`src/rtl/tmr8_pkg.sv`:
```
package tmr8_pkg;

    localparam int CS_W  = 3;
    localparam int NTICK = (1 << CS_W) - 1;

    localparam logic [1:0] A_CNT  = 2'd0;
    localparam logic [1:0] A_CMP  = 2'd1;
    localparam logic [1:0] A_CTRL = 2'd2;
    localparam logic [1:0] A_IRQ  = 2'd3;

    typedef enum logic [1:0] {
        WM_NORMAL = 2'b00,
        WM_PHASE  = 2'b01,
        WM_CTC    = 2'b10,
        WM_FAST   = 2'b11
    } wmode_e;

    typedef enum logic [1:0] {
        CO_OFF    = 2'b00,
        CO_TOGGLE = 2'b01,
        CO_CLEAR  = 2'b10,
        CO_SET    = 2'b11
    } cout_e;

    typedef struct packed {
        logic            force_s;
        cout_e           com;
        wmode_e          mode;
        logic [CS_W-1:0] cs;
    } ctrl_t;

    typedef struct packed {
        logic cmp_en;
        logic ovf_en;
        logic cmp_f;
        logic ovf_f;
    } irq_t;

    function automatic logic is_pwm(wmode_e m);
        return (m == WM_PHASE) || (m == WM_FAST);
    endfunction

endpackage

```
`src/rtl/tmr8_counter.sv`:
```
module tmr8_counter
    import tmr8_pkg::*;
#(
    parameter int CNT_W = 8
) (
    input  logic             clk,
    input  logic             rst,
    input  logic             tick_en,
    input  logic             wr_cnt,
    input  logic [CNT_W-1:0] wr_data,
    input  logic [CNT_W-1:0] cmp,
    input  wmode_e           mode,
    output logic [CNT_W-1:0] cnt,
    output logic             dir_up,
    output logic             step,
    output logic             ovf_evt,
    output logic             match_evt
);
    localparam logic [CNT_W-1:0] MAXV = '1;

    logic [CNT_W-1:0] nxt;
    logic             nxt_dir;
    logic             match;
    logic             at_ovf;

    assign step      = tick_en & ~wr_cnt;
    assign match     = (cnt == cmp);
    assign at_ovf    = (mode == WM_PHASE) ? (cnt == '0) : (cnt == MAXV);
    assign ovf_evt   = step & at_ovf;
    assign match_evt = step & match;

    always_comb begin
        nxt     = cnt + 1'b1;
        nxt_dir = dir_up;
        case (mode)
            WM_CTC: if (match) nxt = '0;
            WM_PHASE: begin
                if (dir_up) begin
                    if (cnt == MAXV) begin
                        nxt_dir = 1'b0;
                        nxt     = cnt - 1'b1;
                    end
                end else if (cnt == '0) begin
                    nxt_dir = 1'b1;
                end else begin
                    nxt = cnt - 1'b1;
                end
            end
            default: ;
        endcase
    end

    always_ff @(posedge clk) begin
        if (rst) begin
            cnt    <= '0;
            dir_up <= 1'b1;
        end else begin
            if (wr_cnt) begin
                cnt <= wr_data;
            end else if (step) begin
                cnt    <= nxt;
                dir_up <= nxt_dir;
            end
            if (mode != WM_PHASE) dir_up <= 1'b1;
        end
    end

    assert_write_wins_R3: assert property (@(posedge clk) disable iff (rst)
        wr_cnt |=> (cnt == $past(wr_data)));

    assert_hold_no_tick_R1: assert property (@(posedge clk) disable iff (rst)
        (!tick_en && !wr_cnt) |=> $stable(cnt));

    assert_normal_step_R4: assert property (@(posedge clk) disable iff (rst)
        (step && mode == WM_NORMAL) |=> (cnt == CNT_W'($past(cnt) + 1'b1)));

endmodule

```
`src/rtl/tmr8_flags.sv`:
```
module tmr8_flags (
    input  logic clk,
    input  logic rst,
    input  logic ovf_set,
    input  logic cmp_set,
    input  logic ovf_clr,
    input  logic cmp_clr,
    input  logic ovf_en,
    input  logic cmp_en,
    input  logic gie,
    output logic ovf_f,
    output logic cmp_f,
    output logic irq_ovf,
    output logic irq_cmp
);
    always_ff @(posedge clk) begin
        if (rst) begin
            ovf_f <= 1'b0;
            cmp_f <= 1'b0;
        end else begin
            if (ovf_set)      ovf_f <= 1'b1;
            else if (ovf_clr) ovf_f <= 1'b0;
            if (cmp_set)      cmp_f <= 1'b1;
            else if (cmp_clr) cmp_f <= 1'b0;
        end
    end

    assign irq_ovf = ovf_f & ovf_en & gie;
    assign irq_cmp = cmp_f & cmp_en & gie;

    assert_ovf_set_R6: assert property (@(posedge clk) disable iff (rst)
        ovf_set |=> ovf_f);

    assert_cmp_set_R7: assert property (@(posedge clk) disable iff (rst)
        cmp_set |=> cmp_f);

    assert_cmp_clear_R9: assert property (@(posedge clk) disable iff (rst)
        (cmp_clr && !cmp_set) |=> !cmp_f);

endmodule

```
`src/rtl/tmr8_wavegen.sv`:
```
module tmr8_wavegen
    import tmr8_pkg::*;
#(
    parameter int CNT_W = 8
) (
    input  logic             clk,
    input  logic             rst,
    input  wmode_e           mode,
    input  cout_e            com,
    input  logic             step,
    input  logic             force_p,
    input  logic             dir_up,
    input  logic [CNT_W-1:0] cnt,
    input  logic [CNT_W-1:0] cmp,
    output logic             wave_o
);
    localparam logic [CNT_W-1:0] MAXV = '1;

    logic wave_q, wave_d, pwm, match, act_lvl;

    assign pwm     = is_pwm(mode);
    assign match   = (cnt == cmp);
    assign act_lvl = (com == CO_CLEAR);

    function automatic logic match_action(cout_e c, logic cur);
        case (c)
            CO_TOGGLE: return ~cur;
            CO_CLEAR:  return 1'b0;
            CO_SET:    return 1'b1;
            default:   return cur;
        endcase
    endfunction

    always_comb begin
        wave_d = wave_q;
        if (!pwm) begin
            if ((step && match) || force_p) wave_d = match_action(com, wave_q);
        end else if (step && (com == CO_CLEAR || com == CO_SET)) begin
            if (cmp == '0)               wave_d = ~act_lvl;
            else if (cmp == MAXV)        wave_d = act_lvl;
            else if (mode == WM_FAST) begin
                if (match)               wave_d = ~act_lvl;
                else if (cnt == MAXV)    wave_d = act_lvl;
            end else if (match)          wave_d = dir_up ? ~act_lvl : act_lvl;
        end
    end

    always_ff @(posedge clk) begin
        if (rst) wave_q <= 1'b0;
        else     wave_q <= wave_d;
    end

    assign wave_o = (com == CO_OFF || (pwm && com == CO_TOGGLE)) ? 1'b0 : wave_q;

    assert_toggle_R10: assert property (@(posedge clk) disable iff (rst)
        (!pwm && com == CO_TOGGLE && step && match && !force_p) |=> (wave_q != $past(wave_q)));

    assert_pwm_noforce_R13: assert property (@(posedge clk) disable iff (rst)
        (pwm && force_p && !step) |=> $stable(wave_q));

    assert_fast_const_R11: assert property (@(posedge clk) disable iff (rst)
        (mode == WM_FAST && com == CO_CLEAR && cmp == MAXV && step) |=> wave_q);

endmodule

```
`src/rtl/tmr8_oc.sv`:
```
module tmr8_oc
    import tmr8_pkg::*;
#(
    parameter int CNT_W = 8
) (
    input  logic             clk,
    input  logic             rst,
    input  logic [NTICK-1:0] tick_i,
    input  logic             wr_en_i,
    input  logic [1:0]       wr_addr_i,
    input  logic [CNT_W-1:0] wr_data_i,
    input  logic [1:0]       rd_addr_i,
    output logic [CNT_W-1:0] rd_data_o,
    input  logic             gie_i,
    input  logic             ack_ovf_i,
    input  logic             ack_cmp_i,
    output logic             wave_o,
    output logic             top_o,
    output logic             bottom_o,
    output logic             irq_ovf_o,
    output logic             irq_cmp_o
);
    localparam int CTRL_W = $bits(ctrl_t);
    localparam int IRQ_W  = $bits(irq_t);
    localparam logic [CNT_W-1:0] MAXV = '1;

    ctrl_t            ctrl_q;
    logic [CNT_W-1:0] cmp_q, cnt;
    logic             ovf_en_q, cmp_en_q, force_q;
    logic             tick_en, wr_cnt, wr_ctrl, wr_irq;
    logic             dir_up, step, ovf_evt, match_evt;
    logic             ovf_f, cmp_f;
    irq_t             irq_view;

    assign wr_cnt  = wr_en_i && wr_addr_i == A_CNT;
    assign wr_ctrl = wr_en_i && wr_addr_i == A_CTRL;
    assign wr_irq  = wr_en_i && wr_addr_i == A_IRQ;

    always_comb begin
        tick_en = 1'b0;
        for (int k = 1; k <= NTICK; k++)
            if (ctrl_q.cs == CS_W'(k)) tick_en = tick_i[k-1];
    end

    always_ff @(posedge clk) begin
        if (rst) begin
            ctrl_q   <= '0;
            cmp_q    <= '0;
            ovf_en_q <= 1'b0;
            cmp_en_q <= 1'b0;
            force_q  <= 1'b0;
        end else begin
            force_q <= wr_ctrl && wr_data_i[CTRL_W-1];
            if (wr_ctrl) begin
                ctrl_q         <= ctrl_t'(wr_data_i[CTRL_W-1:0]);
                ctrl_q.force_s <= 1'b0;
            end
            if (wr_en_i && wr_addr_i == A_CMP) cmp_q <= wr_data_i;
            if (wr_irq) begin
                ovf_en_q <= wr_data_i[2];
                cmp_en_q <= wr_data_i[3];
            end
        end
    end

    tmr8_counter #(.CNT_W(CNT_W)) u_cnt (
        .clk(clk), .rst(rst), .tick_en(tick_en), .wr_cnt(wr_cnt),
        .wr_data(wr_data_i), .cmp(cmp_q), .mode(ctrl_q.mode),
        .cnt(cnt), .dir_up(dir_up), .step(step),
        .ovf_evt(ovf_evt), .match_evt(match_evt)
    );

    tmr8_flags u_flags (
        .clk(clk), .rst(rst),
        .ovf_set(ovf_evt), .cmp_set(match_evt),
        .ovf_clr(ack_ovf_i || (wr_irq && wr_data_i[0])),
        .cmp_clr(ack_cmp_i || (wr_irq && wr_data_i[1])),
        .ovf_en(ovf_en_q), .cmp_en(cmp_en_q), .gie(gie_i),
        .ovf_f(ovf_f), .cmp_f(cmp_f),
        .irq_ovf(irq_ovf_o), .irq_cmp(irq_cmp_o)
    );

    tmr8_wavegen #(.CNT_W(CNT_W)) u_wave (
        .clk(clk), .rst(rst), .mode(ctrl_q.mode), .com(ctrl_q.com),
        .step(step), .force_p(force_q), .dir_up(dir_up),
        .cnt(cnt), .cmp(cmp_q), .wave_o(wave_o)
    );

    assign top_o    = (cnt == MAXV);
    assign bottom_o = (cnt == '0);

    always_comb begin
        irq_view = '{cmp_en: cmp_en_q, ovf_en: ovf_en_q, cmp_f: cmp_f, ovf_f: ovf_f};
        case (rd_addr_i)
            A_CNT:   rd_data_o = cnt;
            A_CMP:   rd_data_o = cmp_q;
            A_CTRL:  rd_data_o = CNT_W'(ctrl_q);
            default: rd_data_o = CNT_W'(irq_view[IRQ_W-1:0]);
        endcase
    end

    assert_force_reads_zero_R2: assert property (@(posedge clk) disable iff (rst)
        wr_ctrl |=> !ctrl_q.force_s);

endmodule

```
`config.mk`:
```
export PLATFORM = sky130hd
export DESIGN_NAME = tmr8_oc
export DESIGN_NICKNAME = d
export VERILOG_FILES = /design/src/rtl/tmr8_pkg.sv /design/src/rtl/tmr8_counter.sv /design/src/rtl/tmr8_flags.sv /design/src/rtl/tmr8_wavegen.sv /design/src/rtl/tmr8_oc.sv
export SDC_FILE = /design/constraint.sdc
export NUM_CORES = 1
export LEC_CHECK = 0
export ABC_CLOCK_PERIOD_IN_PS = 4300
export CORE_ASPECT_RATIO = 0.8
export CORE_MARGIN = 3
export CORE_UTILIZATION = 50
export DETAILED_ROUTE_END_ITERATION = 6
export HOLD_SLACK_MARGIN = 0.1
export PLACE_DENSITY_LB_ADDON = 0.08
export SYNTH_ARGS = -nofsm -noshare
export SYNTH_HDL_FRONTEND = slang
export SYNTH_SLANG_ARGS = --single-unit
```
`constraint.sdc`:
```
create_clock -name clk -period 4.3 [get_ports clk]
set_clock_uncertainty 0.15 [all_clocks]
set_input_delay 0.645 -clock clk [delete_from_list [all_inputs] [get_ports clk]]
set_output_delay 0.645 -clock clk [all_outputs]
set_load 0.02 [all_outputs]
```
==> metrics.md <==
| Metric | Value |
|---|---|
| Run status | complete, no violations |
| IO Port Bufs | 37 |
| Count of inserted antenna diode cells | 0 |
| Horizontal extent of the die | 79.95 µm |
| Via count of the first global-routing pass | 2006 |
| Clock slew at reported path FFs | 0.06 ns |
| WL/cell | 17.60 µm |
| Crit Reg-Reg Endpoint | u_cnt.cnt[4] |
| Aggregate global routing overflow | 0 |
| DRC violation count after routing | 0 |
| Ports | 38 |
| Post-CTS repair timing setup buffer count | 0 |
| Sequential-to-total area share from yosys stat | 0.2746 |
| H-tree level count | 2 |
| Logic depth of the worst register-to-register path | 7 |
| All-layer global routing usage | 0.2499 |
| CP endpoint kind | output pin |
| Pin count of the biggest net entering global routing | 21 |
| Most common library cell in the layout ignoring fill and taps | sky130_fd_sc_hd__clkdlybuf4s50_1 |
| Gate Count Post-Synth | 263 |
| Leakage dissipation | 1.087 nW |
| Number of filler instances in the final layout | 366 |
| FMAX | 297.9 MHz |
| Root cell of the clock tree | sky130_fd_sc_hd__clkbuf_8 |
| Class of the most critical setup path | input port to output pin |
| Nature of the critical path startpoint | input port |
| Transition time at the pin with the least slew margin | 0.6016 ns |
| Longest Clk Path Bufs | 2 |
| Clk sink count | 30 |
| Syn_nets | 294 |
| Layout net count | 319 |
| Starting utilization of the core area | 0.5463 |
| Placed standard-cell area | 2532 µm² |
| Number of synthesized register bits | 30 |
| Async set-reset flop share out of synthesis | 0 |
| Non-filler cells in the finished layout | 344 |
| Skew-Pair Late Insertion Delay | 0.29 ns |
| Number of cells in the design after placement | 336 |
| Total met3 wirelength after detailed routing | 395 µm |
| Design Area, Final | 2643 µm² |
| Share of the clock period used by the worst path after layout | 0.7806 |
| CORE AREA | 4004 µm² |
| Slowest stage cell on the critical path | sky130_fd_sc_hd__clkdlybuf4s50_1 |
| Total clock buffers created by CTS | 5 |
| Tmin final | 3.357 ns |
| IR Drop Worst-Case VDD | 0.0002495 V |
| CTS tree | yes |
| Wire length on met1 | 2944 µm |
| Count of final setup violators | 0 |
| Number of flops mapped to enable cells by yosys | 0 |
| Cells along the critical path | clkdlybuf4s50_1 -> mux4_2 -> clkdlybuf4s50_1 |
| Crit Path Max Fanout | 9 |
| Worst path required time | 3.50 ns |
| Synth Warn # | 0 |
| Number of distinct library cell variants in the gate-level netlist after synthesis | 49 |
| Number of resized instances in the post-cts repair step | 0 |
| Worst setup path startpoint | rd_addr_i[0] |
| Worst setup margin | 0.9435 ns |
| Worst setup path endpoint | rd_data_o[0] |
| P&R area growth vs syn | 20.82% |
| Remaining antenna violation count after routing | 0 |
| Detailed-route vias per instance | 6.189 |
| Final Hold Viols | 0 |
| Syn Std Cell Area | 2187 µm² |
| Max-cap viol count | 0 |
| Via Count | 2129 |
| Synthesized area per cell | 8.316 µm² |
| Placement-stage worst setup slack | 0.9386 ns |
| Critical R2R Launch | u_cnt.cnt[0] |
| Wire length of the first global-routing pass | 10050 µm |
| Sum of net half-perimeters after detailed placement | 4446 µm |
| TritonRoute pass-1 iters | 4 |
| Max Transition Viols Final | 0 |
| Die footprint | 5209 µm² |
| Hold wc startpoint | ovf_en_q |
| Drt initial violations | 151 |
| Synth Flop Type | sky130_fd_sc_hd__dfxtp_1 |
| Path class of the lowest-slack min-delay path | flop to flop |
| CP peak stage delay | 0.79 ns |
| RSZ-0062 raised after global routing | false |
| Final core utilization | 0.6600 |
| Highest layer used for signal routing | met4 |
| Areal power density over the cells | 283.9 nW/µm² |
| # rows | 20 |
| Routed WL | 6054 µm |
| TNS Setup | 0 ns |
| Worst-case register-to-register setup slack | 1.75 ns |
| Vert. Die Dim | 65.16 µm |
| Gpl congestion | 0.8309 |
| Max transition margin | 0.5977 |
| Met2 wire length | 2599 µm |
| Proportion of layout cells with a drive suffix above 1 | 0.06574 |
| Cell repeated most along the worst path | sky130_fd_sc_hd__clkdlybuf4s50_1 |
| Initial antenna violation count | 0 |
| Data arrival at the endpoint of the critical path | 2.56 ns |
| Highest-count cells in the layout ignoring fill and taps | sky130_fd_sc_hd__clkdlybuf4s50_1, sky130_fd_sc_hd__nor2_1, sky130_fd_sc_hd__dfxtp_1 |
| Post-CTS Hold Fix Bufs | 0 |
==> registers in the layout (all words and copies together) (netlist names) <==
name,cells
cmp_en_q,1
u_wave.wave_q,1
force_q,1
u_flags.ovf_f,1
cmp_q,8
u_cnt.cnt,8
ovf_en_q,1
u_cnt.dir_up,1
ctrl_q,7
u_flags.cmp_f,1
==> kinds of logic after synthesis <==
group / count (synthesis) / share of synthesized area
compound gates: 51 / 0.1596
buf+inv: 29 / 0.06350
simple gates: 103 / 0.2466
xor+xnor: 15 / 0.06007
flops: 30 / 0.2746
fa+ha+maj: 6 / 0.03432
mux: 29 / 0.1613
==> synthesized netlist by cell type, types with 3 or more instances <==
library cell	count	share of area
sky130_fd_sc_hd__nor4_1	5	0.014
sky130_fd_sc_hd__xor2_1	9	0.036
sky130_fd_sc_hd__nor2_1	31	0.053
sky130_fd_sc_hd__mux2i_1	24	0.11
sky130_fd_sc_hd__clkbuf_1	14	0.024
sky130_fd_sc_hd__dfxtp_1	30	0.27
sky130_fd_sc_hd__a21oi_1	11	0.025
sky130_fd_sc_hd__nand4_1	6	0.017
sky130_fd_sc_hd__ha_1	6	0.034
sky130_fd_sc_hd__o21ai_0	10	0.023
sky130_fd_sc_hd__buf_6	3	0.015
sky130_fd_sc_hd__inv_1	8	0.014
sky130_fd_sc_hd__nor2b_1	5	0.014
sky130_fd_sc_hd__nand3_1	11	0.025
sky130_fd_sc_hd__mux4_2	5	0.051
sky130_fd_sc_hd__a31oi_1	8	0.023
sky130_fd_sc_hd__or3_1	5	0.014
sky130_fd_sc_hd__nand2_1	18	0.031
sky130_fd_sc_hd__xnor2_1	6	0.024
sky130_fd_sc_hd__nor3_1	4	0.0092
sky130_fd_sc_hd__and3_1	3	0.0086
sky130_fd_sc_hd__buf_2	3	0.0069
==> layer usage <==
| layer | vias up | global-route usage |
|---|---|---|
| met2 | 86 | 0.3657 |
| met4 | 0 | 0.08228 |
| met1 | 1029 | 0.3681 |
| li1 | 1001 | - |
| met5 | - | 0 |
| met3 | 13 | 0.04658 |
==> how the worst min path moves through the flow <==
stage | cells past startpoint | slack [ns] | to
after floorplan | 2 | 0.32 | u_flags.cmp_f
after detailed placement | 2 | 0.37 | ovf_en_q
after global placement | 2 | 0.36 | ovf_en_q
after CTS | 2 | 0.38 | ovf_en_q
after global routing | 2 | 0.41 | ovf_en_q
final | 2 | 0.38 | ovf_en_q
==> area by class of cell <==
cell class	count	area, µm²	area share
Multi-Input combinational cell	204	1448	0.5478
Sequential cell	30	600.6	0.2273
Timing Repair Buffer	39	385.4	0.1458
Clock buffer	6	72.57	0.02746
Tap cell	55	68.82	0.02604
Clock inverter	2	37.54	0.01420
Inverter	8	30.03	0.01136
==> stage by stage <==
stage	hold slack, ns	power [W]
detailed placement	0.3699	0.0004666
finish	0.3793	0.0007501
global route	0.4141	0.0007847
CTS	0.3845	0.0007516
floorplan	0.3229	0.0004088
global placement	0.3578	0.0004649
==> critical path, delay by kind of cell <==
family                 cells  cell delay (ns)
multiplexers               1             0.56
buffers and inverters      2             1.35
==> report_power, final <==
group	switching [W]	internal, W	leakage [nW]	total, W
clock	0.000114	0.000173	0.0514	0.000287
sequential	0.0000210	0.000288	0.244	0.000309
combinational	0.0000820	0.0000722	0.792	0.000154
No activity file was read; power rests on OpenSTA's default activity.
